File: src/rtl/collArbPkg.sv
package collArbPkg;

  typedef enum logic {
    LATER_LEFT  = 1'b0,
    LATER_RIGHT = 1'b1
  } laterPort_e;

  // observations from the datapath towards the control
  typedef struct packed {
    logic match;
    logic leftMoved;
    logic rightMoved;
  } arbObs_t;

  // strobes from the control towards the datapath
  typedef struct packed {
    logic leftLoseNow;
    logic rightLoseNow;
    logic leftBusyHeld;
    logic rightBusyHeld;
  } arbStrobe_t;

endpackage

File: src/rtl/collArbDatapath.sv
module collArbDatapath
  import collArbPkg::*;
#(
  parameter int ADDR_W = 14
) (
  input  logic              clk,
  input  logic              rstN,
  input  logic              masterMode,
  input  logic [ADDR_W-1:0] leftAddr,
  input  logic              leftCeN,
  input  logic              leftWrN,
  input  logic [ADDR_W-1:0] rightAddr,
  input  logic              rightCeN,
  input  logic              rightWrN,
  input  logic              leftBusyInN,
  input  logic              rightBusyInN,
  input  arbStrobe_t        strobe,
  output arbObs_t           obs,
  output logic              leftMemWrN,
  output logic              rightMemWrN
);

  localparam int NUM_PORTS = 2;

  logic [ADDR_W-1:0] addrIn [NUM_PORTS];
  logic              ceNIn  [NUM_PORTS];
  logic              moved  [NUM_PORTS];

  assign addrIn[0] = leftAddr;
  assign addrIn[1] = rightAddr;
  assign ceNIn[0]  = leftCeN;
  assign ceNIn[1]  = rightCeN;

  // per-port settle tracking: remember last cycle's inputs, flag any change
  for (genvar p = 0; p < NUM_PORTS; p++) begin : g_port
    logic [ADDR_W-1:0] addrQ;
    logic              ceNQ;

    always_ff @(posedge clk or negedge rstN) begin
      if (!rstN) begin
        addrQ <= '0;
        ceNQ  <= 1'b1;
      end else begin
        addrQ <= addrIn[p];
        ceNQ  <= ceNIn[p];
      end
    end

    assign moved[p] = (addrQ != addrIn[p]) || (ceNQ != ceNIn[p]);
  end

  assign obs.match      = !leftCeN && !rightCeN && (leftAddr == rightAddr);
  assign obs.leftMoved  = moved[0];
  assign obs.rightMoved = moved[1];

  logic leftBlock;
  logic rightBlock;

  always_comb begin
    if (masterMode) begin
      leftBlock  = strobe.leftLoseNow  || strobe.leftBusyHeld;
      rightBlock = strobe.rightLoseNow || strobe.rightBusyHeld;
    end else begin
      leftBlock  = !leftBusyInN;
      rightBlock = !rightBusyInN;
    end
  end

  assign leftMemWrN  = leftWrN  || leftCeN  || leftBlock;
  assign rightMemWrN = rightWrN || rightCeN || rightBlock;

  // a held busy in master mode keeps the write away from the memory
  assert_write_blocked_R5: assert property (@(posedge clk) disable iff (!rstN)
    (masterMode && strobe.leftBusyHeld) |-> leftMemWrN);
  assert_write_blocked_right_R5: assert property (@(posedge clk) disable iff (!rstN)
    (masterMode && strobe.rightBusyHeld) |-> rightMemWrN);
  // in slave mode the busy input alone gates the write
  assert_slave_inhibit_R6: assert property (@(posedge clk) disable iff (!rstN)
    (!masterMode && (!leftBusyInN || leftCeN)) |-> leftMemWrN);

endmodule

File: src/rtl/collArbControl.sv
module collArbControl
  import collArbPkg::*;
(
  input  logic       clk,
  input  logic       rstN,
  input  logic       masterMode,
  input  arbObs_t    obs,
  output arbStrobe_t strobe,
  output logic       leftBusyOutN,
  output logic       rightBusyOutN
);

  laterPort_e laterQ;
  laterPort_e laterD;
  logic       leftHeldQ;
  logic       rightHeldQ;

  // which port settled last; a same-cycle change counts against the right port
  always_comb begin
    if (obs.leftMoved && !obs.rightMoved)      laterD = LATER_LEFT;
    else if (obs.rightMoved)                   laterD = LATER_RIGHT;
    else                                       laterD = laterQ;
  end

  assign strobe.leftLoseNow   = obs.match && (laterD == LATER_LEFT);
  assign strobe.rightLoseNow  = obs.match && (laterD == LATER_RIGHT);
  assign strobe.leftBusyHeld  = leftHeldQ;
  assign strobe.rightBusyHeld = rightHeldQ;

  always_ff @(posedge clk or negedge rstN) begin
    if (!rstN) begin
      laterQ     <= LATER_RIGHT;
      leftHeldQ  <= 1'b0;
      rightHeldQ <= 1'b0;
    end else begin
      laterQ     <= laterD;
      leftHeldQ  <= strobe.leftLoseNow;
      rightHeldQ <= strobe.rightLoseNow;
    end
  end

  assign leftBusyOutN  = !(masterMode && leftHeldQ);
  assign rightBusyOutN = !(masterMode && rightHeldQ);

  // never both busy
  assert_busy_exclusive_R4: assert property (@(posedge clk) disable iff (!rstN)
    !(!leftBusyOutN && !rightBusyOutN));
  // a held busy always follows a matching cycle
  assert_busy_needs_match_R1: assert property (@(posedge clk) disable iff (!rstN)
    (leftHeldQ || rightHeldQ) |-> $past(obs.match));
  // simultaneous change onto a shared address stalls the right port
  assert_tie_right_R3: assert property (@(posedge clk) disable iff (!rstN)
    (obs.match && obs.leftMoved && obs.rightMoved) |=> (rightHeldQ && !leftHeldQ));
  // no match this cycle means no busy next cycle
  assert_release_R7: assert property (@(posedge clk) disable iff (!rstN)
    !obs.match |=> (!leftHeldQ && !rightHeldQ));
  // slave mode leaves both busy outputs inactive
  assert_slave_quiet_R6: assert property (@(posedge clk) disable iff (!rstN)
    !masterMode |-> (leftBusyOutN && rightBusyOutN));

endmodule

File: src/rtl/dualPortCollisionArbiter.sv
module dualPortCollisionArbiter
  import collArbPkg::*;
#(
  parameter int ADDR_W = 14
) (
  input  logic              clk,
  input  logic              rstN,
  input  logic              masterMode,
  input  logic [ADDR_W-1:0] leftAddr,
  input  logic              leftCeN,
  input  logic              leftWrN,
  input  logic [ADDR_W-1:0] rightAddr,
  input  logic              rightCeN,
  input  logic              rightWrN,
  input  logic              leftBusyInN,
  input  logic              rightBusyInN,
  output logic              leftBusyOutN,
  output logic              rightBusyOutN,
  output logic              leftMemWrN,
  output logic              rightMemWrN
);

  arbObs_t    obs;
  arbStrobe_t strobe;

  collArbDatapath #(.ADDR_W(ADDR_W)) u_datapath (
    .clk          (clk),
    .rstN         (rstN),
    .masterMode   (masterMode),
    .leftAddr     (leftAddr),
    .leftCeN      (leftCeN),
    .leftWrN      (leftWrN),
    .rightAddr    (rightAddr),
    .rightCeN     (rightCeN),
    .rightWrN     (rightWrN),
    .leftBusyInN  (leftBusyInN),
    .rightBusyInN (rightBusyInN),
    .strobe       (strobe),
    .obs          (obs),
    .leftMemWrN   (leftMemWrN),
    .rightMemWrN  (rightMemWrN)
  );

  collArbControl u_control (
    .clk           (clk),
    .rstN          (rstN),
    .masterMode    (masterMode),
    .obs           (obs),
    .strobe        (strobe),
    .leftBusyOutN  (leftBusyOutN),
    .rightBusyOutN (rightBusyOutN)
  );

endmodule

File: config.mk
export PLATFORM = sky130hd
export DESIGN_NAME = dualPortCollisionArbiter
export DESIGN_NICKNAME = d
export VERILOG_FILES = /design/src/rtl/collArbPkg.sv /design/src/rtl/collArbDatapath.sv /design/src/rtl/collArbControl.sv /design/src/rtl/dualPortCollisionArbiter.sv
export SDC_FILE = /design/constraint.sdc
export NUM_CORES = 1
export LEC_CHECK = 0
export ABC_CLOCK_PERIOD_IN_PS = 5200
export BUFFER_PORTS_ARGS = -buffer_cell sky130_fd_sc_hd__buf_2
export CAP_MARGIN = 20
export CORE_MARGIN = 4
export CORE_UTILIZATION = 30
export CTS_CLUSTER_DIAMETER = 30
export CTS_CLUSTER_SIZE = 30
export DETAILED_ROUTE_END_ITERATION = 8
export GPL_TIMING_DRIVEN = 0
export SLEW_MARGIN = 15
export SYNTH_ARGS = -nofsm -noshare
export SYNTH_HDL_FRONTEND = slang
export SYNTH_HIERARCHICAL = 1
export SYNTH_SLANG_ARGS = --single-unit
File: constraint.sdc
create_clock -name clk -period 5.2 [get_ports clk]
set_clock_uncertainty 0.2 [all_clocks]
set_input_delay 0.78 -clock clk [delete_from_list [all_inputs] [get_ports clk]]
set_output_delay 0.78 -clock clk [all_outputs]
set_load 0.1 [all_outputs]
# Word-level counts from Yosys, hierarchy flattened
# Index checks and enable logic that the tools add are counted.
totals:
  mem_bits_rw: 0
  n_memories: 0
  wordCells: 39
  out_inout_bits: 4
  mem_bits_ro: 0
  latch_bits: 0
  reg_bits: 33
classes:
  mux: 4
  div: 0
  eq_ne: 5
  add_sub_neg: 0
  shift: 0
  n_mul: 0
  magnitude_cmp: 0
  bitwise: 1
  reduce_logical: 22
ops:
  columns: ["cell", "n"]
  rows:
  - ["!= test 14 bit", 2]
  - ["equality test 14 bit", 1]
  - ["logical OR 1 bit", 8]
  - ["logical AND 1 bit", 7]
  - ["zero test 1 bit", 7]
  - ["2-to-1 mux 1 bit", 4]
  - ["!= test 1 bit", 2]
  - ["NOT 1 bit", 1]

# Depth between registers and ports, before layout
# Gate-level depths: netlist of run 1.
depth:
  ltp_word: 10
  ltp_mapped: 8

# Hierarchy
# The synthesis of run 1 kept the hierarchy.
modules_own_cells:
  columns: ["module", "instances", "area_each_um2", "cells_each"]
  rows:
  - ["collArbDatapath", 1, 1278.7, 96]
  - ["collArbControl", 1, 138.9, 11]

# Worst setup path before layout of run 1
# No wires, ideal clock.
synth_timing:
  path_type: "input to output"
  start: "input leftAddr[2]"
  end: "output rightMemWrN"
  arrival_time_ps: 2458
  path_buffers: 0
  stages: 8
  path_slack_ps: 1762
  required_ps: 4220
  cell_sequence: "xor2_1 -> nor4_1 -> nand4_1 -> nor2b_4 -> o21a_1 -> nor2_1 -> mux2i_1 -> or3_1"
synth_rtl:
  columns: ["element", "line_no", "text"]
  rows:
  - ["start, declared", "dualPortCollisionArbiter.sv:9", "input logic [ADDR_W-1:0] leftAddr,"]
  - ["end, declared", "dualPortCollisionArbiter.sv:20", "output logic rightMemWrN"]

==> qor_table.md, run 1 <==
| Result | Reported |
| --- | --- |
| Run status | finished clean |
| Post_cts resized | 0 |
| Cell chain of the critical path | buf_2, xor2_1, nor4_1, nand4_1, nor2b_4, o21a_1, nor2_1, mux2i_1, or3_1, buf_2 |
| Sequential fraction of the synthesis area | 58.5% |
| Syn Nets | 144 |
| F_max | 276 MHz |
| Crit path top cell by count | buf_2 |
| Worst setup path class | primary input to output port |
| Clock transition time at the flip-flop clock pins of the worst setup and hold paths | 70 ps |
| Clock insertion delay at the later pin of the skew report | 280 ps |
| Worst path max stage delay | 410 ps |
| Period utilisation layout | 69.6% |
| Number of antenna-violating nets in the routed design | 0 |
| Routability congestion estimate | 0.732 |
| Leakage Power | 0.793 nW |
| Synth warn | 6 |
| Number of diodes | 0 |
| Cell area after technology mapping | 1420 sq um |
| Sum of net half-perimeters after detailed placement | 2.37 mm |
| Count of pins over their slew limit | 0 |
| Master of the slowest instance on the critical path | buf_2 |
| Number of maximum-capacitance constraint violations | 0 |
| Number of ports placed on the die boundary | 41 |
| Share of the core filled with cells | 39.6% |
| Non-Filler Instances | 207 |
| Residual DRC count | 0 |
| Worst Max-Slew Pin Slew | 704 ps |
| Syn-to-layout area delta | 25.1% |
| Initial core utilization | 31.7% |
| Hold buffer count at CTS | 0 |
| Synthesized area per cell | 13.2 sq um |
| Clock tree root driver cell | clkbuf_8 |
| WL final | 2.91 mm |
| P per Cell Area | 304 nW/um^2 |
| Vias | 912 |
| TritonCTS sink count | 33 |
| Setup repair after global routing missed its margin | no |
| Number of buffers added on ports | 40 |
| Postcts setup bufs | 0 |
| HP Class | primary input to asynchronous set/reset pin |
| Post-DR vias/cell | 4.41 |
| Number of antenna violations at the first check in global routing | 0 |
| Post-layout minimum cycle time | 3620 ps |
| Largest net degree at the start of global routing | 34 |
| Number of failing setup endpoints in the final timing report | 0 |
| Number of DRC violations after detailed-routing iteration 0 | 41 |
| CP arrival | 2640 ps |
| Cell count after placement | 199 |
| Filler instances | 453 |
| Endpoint kind of the worst setup timing path | output port |
| Synthesis-stage register bit count | 33 |
| Number of nets in the layout | 191 |
| Number of buffer and inverter stages on the critical path | 2 |
| TritonCTS clock tree | done |
| Unique masters post-synth | 18 |
| Layout cells sized above 1 | 34.8% |
| Clk buf depth | 2 |
| Top cell family by delay on the critical path | simple AND/OR/NAND/NOR gates |
| Die Span X | 76.7 um |
| Global Route Usage Sum | 11.2% |
| Kind of start point of the critical path | primary input |
| Critical path fanouts, max | 3 |
| Die area | 5890 sq um |
| Setup Total Neg Slack | 0 ps |
| Final design area excluding fillers | 1770 sq um |
| Worst vdd rail ir drop | 126 uV |
| Leading cell type in the layout, fill and taps excluded | buf_2 |
| Worst rel slew slack | 53.0% |
| First-pass GRT wire length | 5.10 mm |
| Placeable core area | 4470 sq um |
| Std-Cell Rows | 24 |
| Post-detailed-route wirelength per cell | 14.1 um |
| Die H | 76.7 um |
| Total iterations of the first detailed-routing run | 3 |
| Global route total overflow | 0 |
| Count of H-tree levels built during CTS | 2 |
| Commonest non-fill, non-tap cells in the layout | 40 x buf_2, 30 x dfrtp_1, 30 x xor2_1 |
| Vias in the first global route | 1073 |
| Worst Path Required | 4220 ps |
| Final number of hold-violating endpoints | 0 |
| Total chip power | 0.000539 W |
| Syn Inst Count | 107 |
| Cell area reported after detailed placement | 1680 sq um |
| Total clock buffers created by CTS | 5 |
-- path summary, 6_finish.rpt --
check	startpoint	endpoint	slack [ps]	cells past startpoint
max	leftAddr[4]	rightMemWrN	1580	10
min	rstN	u_datapath/g_port[1].addrQ[3]$_DFF_PN0_	340	1
max reg2reg	u_datapath/g_port[0].addrQ[4]$_DFF_PN0_	u_control/rightHeldQ$_DFF_PN0_	3530	5
min reg2reg	u_control/laterQ$_DFF_PN1_	u_control/laterQ$_DFF_PN1_	480	2
max in group asynchronous	rstN	u_datapath/g_port[0].addrQ[0]$_DFF_PN0_	4000	1
min in group clk	leftCeN	u_datapath/g_port[0].ceNQ$_DFF_PN1_	430	1
-- cell usage after synthesis --
library cell / instances / area, sq um
nor3b_2: 1 / 12.5
mux2i_1: 2 / 20.0
o21a_1: 1 / 7.51
nor2_1: 3 / 11.3
xor2_1: 30 / 263
xnor2_1: 14 / 123
or2_1: 1 / 6.26
dfrtp_1: 30 / 751
dfstp_2: 3 / 78.8
nand4_1: 5 / 31.3
nor2b_4: 1 / 13.8
nor4_2: 1 / 12.5
buf_4: 2 / 15.0
or3_1: 2 / 12.5
nand3_1: 1 / 5.00
nand2_1: 2 / 7.51
nor4_1: 6 / 37.5
nor3_1: 2 / 10.0
-- metrics by stage --
| stage | setup slack, ps | hold WS (ps) |
|---|---|---|
| global route | 1390 | 389 |
| global placement | 1610 | 469 |
| finish | 1580 | 342 |
| CTS | 1550 | 366 |
| detailed placement | 1560 | 476 |
| floorplan | 1760 | 284 |
-- area by class of cell --
| cell class | count | area (sq um) | share of cell area, % |
|---|---|---|---|
| clock buffer | 8 | 90.1 | 5.08 |
| sequential | 33 | 830 | 46.8 |
| multi-input combinational | 72 | 573 | 32.3 |
| buffer | 2 | 15.0 | 0.847 |
| tap | 52 | 65.1 | 3.67 |
| timing repair buffer | 40 | 200 | 11.3 |
-- report_power, final --
part / switching, W / internal (W)
sequential: 0.00000539 / 0.000269
combinational: 0.0000392 / 0.0000296
clock: 0.0000876 / 0.000108
total: 0.000132 / 0.000407
-- registers in the layout (all words and copies together), names as in the netlist --
name	flops
u_control/leftHeldQ	1
u_control/laterQ	1
u_datapath/g_port.ceNQ	2
u_datapath/g_port.addrQ	28
u_control/rightHeldQ	1
-- worst reg2reg max path: cells and delay by family (launching register included) --
family                    cells  cell delay (ps)
xor gates and xnor gates      1              150
DFF                           1              370
and+or+nand+nor               3              750
AOI/OAI and AO/OA             1              140
-- cell families after synthesis --
kind of cell    after synthesis  synth area share (%)
mux                           2                  1.41
flops                        33                  58.5
compound gates                1                 0.530
buf+inv                       2                  1.06
xor+xnor                     44                  27.2
simple gates                 25                  11.3
-- layer usage --
metal | routed length [um] | track usage (%)
met5 | 0 | 0
met3 | 169 | 4.10
met1 | 1220 | 13.3
met4 | 61 | 5.43
met2 | 1460 | 17.9
No activity file was read; power rests on OpenSTA's default activity.
==> run 2, diff against run 1 <==
--- a/config.mk
+++ b/config.mk
@@ -5,7 +5,7 @@
 export SDC_FILE = /design/constraint.sdc
 export NUM_CORES = 1
 export LEC_CHECK = 0
-export ABC_CLOCK_PERIOD_IN_PS = 5200
+export ABC_CLOCK_PERIOD_IN_PS = 2900
 export BUFFER_PORTS_ARGS = -buffer_cell sky130_fd_sc_hd__buf_2
 export CAP_MARGIN = 20
 export CORE_MARGIN = 4
==> constraint.sdc (replaced) <==
create_clock -name clk -period 2.9 [get_ports clk]
set_clock_uncertainty 0.2 [all_clocks]
set_input_delay 0.435 -clock clk [delete_from_list [all_inputs] [get_ports clk]]
set_output_delay 0.435 -clock clk [all_outputs]
set_load 0.1 [all_outputs]
==> run 2 against run 1 <==
Critical path depth fell by 1. Die area did not move. Total power grew 82%. Sequential power is 79% higher. Critical endpoint is now leftMemWrN. Largest power group unchanged.
==> qor_table.md, run 2 (synthesized netlist as in run 1, its figures left out) <==
| Result | Reported | Change |
| --- | --- | --- |
| Total chip power | 0.000981 W | was 0.000539 W |
| Cell chain of the critical path | xor2_1, nor4_2, nand4_1, nor2b_4, nor3b_2, nor2_1, mux2i_1, or3_4, buf_12 | was buf_2, xor2_1, nor4_1, nand4_1, nor2b_4, o21a_1, nor2_1, mux2i_1, or3_1, buf_2 |
| Placeable core area | 4470 sq um | unchanged |
| Hold buffer count at CTS | 0 | unchanged |
| Number of antenna-violating nets in the routed design | 0 | unchanged |
| Die H | 76.7 um | unchanged |
| Clock tree root driver cell | clkbuf_8 | unchanged |
| Number of DRC violations after detailed-routing iteration 0 | 36 | was 41 |
| TritonCTS sink count | 33 | unchanged |
| Critical path fanouts, max | 3 | unchanged |
| P per Cell Area | 530 nW/um^2 | was 304 nW/um^2 |
| Clock transition time at the flip-flop clock pins of the worst setup and hold paths | 70 ps | about the same |
| Worst vdd rail ir drop | 226 uV | was 126 uV |
| Setup repair after global routing missed its margin | yes | was no |
| First-pass GRT wire length | 5.15 mm | was 5.10 mm |
| Final number of hold-violating endpoints | 0 | unchanged |
| Setup Total Neg Slack | 0 ps | unchanged |
| WL final | 2.97 mm | was 2.91 mm |
| Worst Max-Slew Pin Slew | 724 ps | was 704 ps |
| Run status | finished clean | unchanged |
| Register-to-register setup slack | 1200 ps | was 3530 ps |
| Reg2Reg Capture Point | u_control/leftHeldQ$_DFF_PN0_ | was u_control/rightHeldQ$_DFF_PN0_ |
| Number of buffers added on ports | 40 | unchanged |
| Number of nets in the layout | 192 | was 191 |
| Filler instances | 437 | was 453 |
| Die area | 5890 sq um | unchanged |
| Number of diodes | 0 | unchanged |
| Number of ports placed on the die boundary | 41 | unchanged |
| Layout cells sized above 1 | 39.7% | was 34.8% |
| Post-detailed-route wirelength per cell | 14.3 um | was 14.1 um |
| Crit path capture | leftMemWrN | was rightMemWrN |
| Number of antenna violations at the first check in global routing | 0 | unchanged |
| Syn-to-layout area delta | 30.6% | was 25.1% |
| Worst rel slew slack | 51.8% | was 53.0% |
| Vias | 924 | was 912 |
| Number of maximum-capacitance constraint violations | 0 | unchanged |
| Sum of net half-perimeters after detailed placement | 2.37 mm | unchanged |
| Worst path max stage delay | 370 ps | was 410 ps |
| Largest net degree at the start of global routing | 34 | unchanged |
| Total clock buffers created by CTS | 5 | unchanged |
| Clk buf depth | 2 | unchanged |
| Source of the worst register-to-register timing path | u_datapath/g_port[1].addrQ[4]$_DFF_PN0_ | was u_datapath/g_port[0].addrQ[4]$_DFF_PN0_ |
| Seq. cell area | 830 sq um | unchanged |
| Vias in the first global route | 1077 | was 1073 |
| Biggest regs | u_datapath/g_port.addrQ x28, u_datapath/g_port.ceNQ x2 | unchanged |
| Number of failing setup endpoints in the final timing report | 0 | unchanged |
| Std-Cell Rows | 24 | unchanged |
| Residual DRC count | 0 | unchanged |
| Master of the slowest instance on the critical path | dfrtp_1 | was buf_2 |
| Worst Path Required | 2270 ps | was 4220 ps |
| TritonCTS clock tree | done | unchanged |
| Flip-flop count of the largest register, all copies and words added | 28 | unchanged |
| Initial core utilization | 31.7% | unchanged |
| Total iterations of the first detailed-routing run | 3 | unchanged |
| Post-layout minimum cycle time | 2860 ps |  |
| Post-DR vias/cell | 4.44 | was 4.41 |
| Multi-input combinational cell area | 614 sq um | was 573 sq um |
| F_max | 349 MHz |  |
| Worst setup path class | flip-flop to output port | was primary input to output port |
| Clock insertion delay at the later pin of the skew report | 280 ps | about the same |
| Period utilisation layout | 98.7% |  |
| Reg2Reg Depth | 5 | unchanged |
| Die Span X | 76.7 um | unchanged |
| Count of pins over their slew limit | 0 | unchanged |
| Endpoint kind of the worst setup timing path | output port | unchanged |
| Count of H-tree levels built during CTS | 2 | unchanged |
| Beginning of the critical path | u_datapath/g_port[0].addrQ[8]$_DFF_PN0_ | was leftAddr[4] |
| Leading cell type in the layout, fill and taps excluded | buf_2 | unchanged |
| Commonest non-fill, non-tap cells in the layout | 38 x buf_2, 30 x dfrtp_1, 30 x xor2_1 | was 40 x buf_2, 30 x dfrtp_1, 30 x xor2_1 |
| Kind of start point of the critical path | flip-flop | was primary input |
| Routability congestion estimate | 0.732 | unchanged |
| Top register by number of flip-flops | u_datapath/g_port.addrQ | unchanged |
| Global route total overflow | 0 | unchanged |
| Global Route Usage Sum | 11.3% | was 11.2% |
| HP Class | primary input to asynchronous set/reset pin | unchanged |
| Leakage Power | 0.816 nW | was 0.793 nW |
| CP arrival | 2230 ps | was 2640 ps |
-- run 2: changes by cell type in the layout (fill, tap and decap cells not counted), sizes merged --
| cell | before | now |
|---|---|---|
| buf | 42 | 43 |
-- run 2: metal layers --
metal  wire, um  vias to the layer above  share of wire, %  GRT usage [%]
li1           -                      455                 -              -
met1       1230                      435                42           13.6
met2       1500                       28                51           18.1
met3        168                        6               5.7           3.98
met4         61                        0               2.1           5.43
met5          0                        -                 0              0
-- run 2: how the worst min path moves through the flow --
stage / end / slack, ps / depth (start not counted)
after floorplan: u_control/leftHeldQ$_DFF_PN0_ / -60 / 0
after global placement: u_datapath/g_port[0].addrQ[2]$_DFF_PN0_ / 320 / 1
after detailed placement: u_datapath/g_port[1].addrQ[3]$_DFF_PN0_ / 330 / 1
after CTS: u_datapath/g_port[1].addrQ[3]$_DFF_PN0_ / 20 / 1
after global routing: u_datapath/g_port[0].addrQ[5]$_DFF_PN0_ / 40 / 1
final: u_datapath/g_port[1].addrQ[3]$_DFF_PN0_ / 4 / 1
-- run 2: power breakdown --
part / leakage [nW] / switching, W / internal, W
Clock: 0.0455 / 0.000158 / 0.000193
Combinational: 0.385 / 0.0000768 / 0.0000606
Sequential: 0.386 / 0.00000961 / 0.000483
Total: 0.816 / 0.000244 / 0.000737
-- run 2: cell type report --
| cell class | count | area share [%] |
|---|---|---|
| tap | 52 | 3.51 |
| clock buffer | 8 | 4.86 |
| timing repair buffer | 41 | 12.8 |
| buffer | 2 | 0.811 |
| sequential | 33 | 44.8 |
| multi-input combinational | 72 | 33.2 |
-- run 2: metrics by stage --
stage	cell area [sq um]	utilization (%)	worst slack [ps]	cells	hold WS, ps
after floorplan	1420	-	152	107	-60.6
after global placement	1680	37.6	-3.71	199	324
after detailed placement	1680	37.6	-51.7	199	330
after CTS	1810	40.5	-4.49	207	20.8
after global routing	1850	41.4	-140	208	44.3
final	1850	41.4	37.2	208	4.01
-- run 2: critical path: cells and delay by family, from the launching register on --
| kind | cells | cell delay [ps] |
|---|---|---|
| xor+xnor | 1 | 150 |
| buf+inv | 1 | 170 |
| flops | 1 | 370 |
| mux | 1 | 80 |
| simple gates | 6 | 1180 |
-- run 2: what timing repair did --
| action | in CTS | in global routing |
|---|---|---|
| endpoints found under the setup margin | 2 | 2 |
| gates cloned | 0 | 0 |
| pin swaps | 4 | 6 |
| setup buffers | 0 | 1 |
| resized for setup | 8 | 7 |
==> run 3, diff against run 2 <==
--- a/config.mk
+++ b/config.mk
@@ -14,6 +14,7 @@
 export CTS_CLUSTER_SIZE = 30
 export DETAILED_ROUTE_END_ITERATION = 8
 export GPL_TIMING_DRIVEN = 0
+export PLACE_DENSITY = 0.53
 export SLEW_MARGIN = 15
 export SYNTH_ARGS = -nofsm -noshare
 export SYNTH_HDL_FRONTEND = slang
==> run 3 against run 2 <==
Largest cell class unchanged. Setup slack got worse by 61 ps. Global-route usage fell by 0.60 points. Sequential share of layout area rose by 0.52 points. Total power fell by 0.51%. Wire length fell by 2.5%. Maximum frequency fell by 2.1%. Via count fell by 3.1%. The flow now finishes with violations (negative setup slack). Non-clock buffer count fell by 1.
==> qor_table.md, run 3 (synthesized netlist as in run 1, its figures left out) <==
| Result | Reported | Change |
| --- | --- | --- |
| Filler instances | 430 | was 437 |
| Vias in the first global route | 990 | was 1077 |
| Clock tree root driver cell | clkbuf_8 | unchanged |
| Reg2Reg Capture Point | u_control/rightHeldQ$_DFF_PN0_ | was u_control/leftHeldQ$_DFF_PN0_ |
| Global route total overflow | 0 | unchanged |
| Worst Max-Slew Pin Slew | 719 ps | was 724 ps |
| Top register by number of flip-flops | u_datapath/g_port.addrQ | unchanged |
| Postcts setup bufs | 0 | unchanged |
| Non-Filler Instances | 207 | was 208 |
| Sum of net half-perimeters after detailed placement | 2.23 mm | was 2.37 mm |
| Global Route Usage Sum | 10.7% | was 11.3% |
| Placeable core area | 4470 sq um | unchanged |
| Clock transition time at the flip-flop clock pins of the worst setup and hold paths | 60 ps | was 70 ps |
| Number of failing setup endpoints in the final timing report | 1 | was 0 |
| Share of the core filled with cells | 40.9% | was 41.4% |
| Number of antenna-violating nets in the routed design | 0 | unchanged |
| Seq. cell area | 830 sq um | unchanged |
| WL final | 2.89 mm | was 2.97 mm |
| Die area | 5890 sq um | unchanged |
| Endpoint kind of the worst setup timing path | output port | unchanged |
| Worst setup path class | flip-flop to output port | unchanged |
| Clock insertion delay at the later pin of the skew report | 280 ps | about the same |
| Clk buf depth | 2 | unchanged |
| Number of maximum-capacitance constraint violations | 0 | unchanged |
| Kind of start point of the critical path | flip-flop | unchanged |
| Cell count after placement | 199 | unchanged |
| First-pass GRT wire length | 4.77 mm | was 5.15 mm |
| Final number of hold-violating endpoints | 0 | unchanged |
| Routability congestion estimate | 0.774 | was 0.732 |
| Worst Path Required | 2270 ps | about the same |
| Vias | 895 | was 924 |
| Total iterations of the first detailed-routing run | 2 | was 3 |
| Leading cell type in the layout, fill and taps excluded | buf_2 | unchanged |
| Post-layout worst setup margin | -24.2 ps | was 37.2 ps |
| Post-DR vias/cell | 4.32 | was 4.44 |
| Worst vdd rail ir drop | 189 uV | was 226 uV |
| Die Span X | 76.7 um | unchanged |
| Count of pins over their slew limit | 0 | unchanged |
| Residual DRC count | 0 | unchanged |
| Flip-flop count of the largest register, all copies and words added | 28 | unchanged |
| Period utilisation layout | 101% | was 98.7% |
| Critical path fanouts, max | 3 | unchanged |
| Largest net degree at the start of global routing | 34 | unchanged |
| Syn-to-layout area delta | 29.1% | was 30.6% |
| Source of the worst register-to-register timing path | u_datapath/g_port[1].addrQ[5]$_DFF_PN0_ | was u_datapath/g_port[1].addrQ[4]$_DFF_PN0_ |
| Number of DRC violations after detailed-routing iteration 0 | 32 | was 36 |
| Post-layout minimum cycle time | 2920 ps | was 2860 ps |
| Hold buffer count at CTS | 0 | unchanged |
| Worst rel slew slack | 52.1% | was 51.8% |
| Count of H-tree levels built during CTS | 2 | unchanged |
| Number of antenna violations at the first check in global routing | 0 | unchanged |
| Worst Hold Slack | 2.31 ps | was 4.01 ps |
| Number of buffers added on ports | 40 | unchanged |
| Number of nets in the layout | 191 | was 192 |
| Reg2Reg Depth | 4 | was 5 |
| TritonCTS sink count | 33 | unchanged |
| Violated checks | negative setup slack |  |
| Leakage Power | 0.807 nW | was 0.816 nW |
| Register-to-register setup slack | 1270 ps | was 1200 ps |
| Commonest non-fill, non-tap cells in the layout | 38 x buf_2, 30 x dfrtp_1, 30 x xor2_1 | unchanged |
| Die H | 76.7 um | unchanged |
| TritonCTS clock tree | done | unchanged |
| CP arrival | 2290 ps | was 2230 ps |
| Initial core utilization | 31.7% | unchanged |
| Post-detailed-route wirelength per cell | 14.0 um | was 14.3 um |
| Number of ports placed on the die boundary | 41 | unchanged |
| HP Class | primary input to asynchronous set/reset pin | unchanged |
| F_max | 342 MHz | was 349 MHz |
| Setup repair after global routing missed its margin | yes | unchanged |
| Run status | finished, violations left | was finished clean |
| P per Cell Area | 533 nW/um^2 | was 530 nW/um^2 |
| Std-Cell Rows | 24 | unchanged |
| Biggest regs | u_datapath/g_port.addrQ x28, u_datapath/g_port.ceNQ x2 | unchanged |
| Total clock buffers created by CTS | 5 | unchanged |
| Multi-input combinational cell area | 609 sq um | was 614 sq um |
| Layout cells sized above 1 | 38.7% | was 39.7% |
| Number of diodes | 0 | unchanged |
## run 3: changes by cell type in the layout (fill, tap and decap cells not counted)
cell and change:
buf_4 -1, or3_1 +1, buf_6 +1, buf_12 -1
or3_4 -1
## run 3: metal layers
metal / vias to the layer above / wire (um) / global-route usage (%)
met5: - / 0 / 0
met4: 0 / 52 / 5.98
met3: 5 / 178 / 4.68
met2: 28 / 1390 / 16.4
met1: 415 / 1270 / 12.6
li1: 447 / - / -
## run 3: report_power, final
part,internal [W],leakage [nW],switching [W]
registers,0.000483,0.386,0.00000889
clock network,0.000193,0.0455,0.000156
logic,0.0000586,0.376,0.0000762
## run 3: how the worst max path moves through the flow
stage | start | to | slack, ps | cells past startpoint
6_report | u_datapath/g_port[1].addrQ[5]$_DFF_PN0_ | rightMemWrN | -20 | 8
2_1_floorplan | leftAddr[2] | rightMemWrN | 150 | 8
3_3_place_gp | leftAddr[13] | leftMemWrN | -40 | 10
5_1_grt | u_datapath/g_port[1].addrQ[5]$_DFF_PN0_ | rightMemWrN | -140 | 8
3_5_place_dp | leftAddr[13] | rightMemWrN | -70 | 10
4_1_cts | u_datapath/g_port[1].addrQ[5]$_DFF_PN0_ | rightMemWrN | -10 | 8
## run 3: through the flow
stage          setup slack [ps]  power [W]  instance area [sq um]  setup TNS, ps
2_1_floorplan               152   0.000561                   1420              0
3_3_place_gp              -38.9   0.000623                   1680          -72.9
3_5_place_dp              -67.8   0.000626                   1680           -107
4_1_cts                   -13.6   0.000991                   1820          -23.5
5_1_grt                    -142    0.00103                   1830           -278
6_report                  -24.2   0.000976                   1830          -24.2
## run 3: layout make-up
cell class / count / area share [%]
sequential: 33 / 45.3
timing repair buffer: 40 / 12.1
buffer: 2 / 0.820
tap: 52 / 3.55
multi-input combinational: 72 / 33.3
clock buffer: 8 / 4.92
## run 3: critical path, cell delays in order (launching register included)
cell and delay [ps]:
dfrtp_1 370, xor2_1 150, nor4_2 340, nand4_1 210, o21a_1 240, nor2_1 90
mux2i_1 80, or3_4 340, buf_12 170
## run 3: what timing repair did
action	in CTS	in global routing
pin swaps	8	5
resized for setup	11	1
endpoints found under the setup margin	2	2
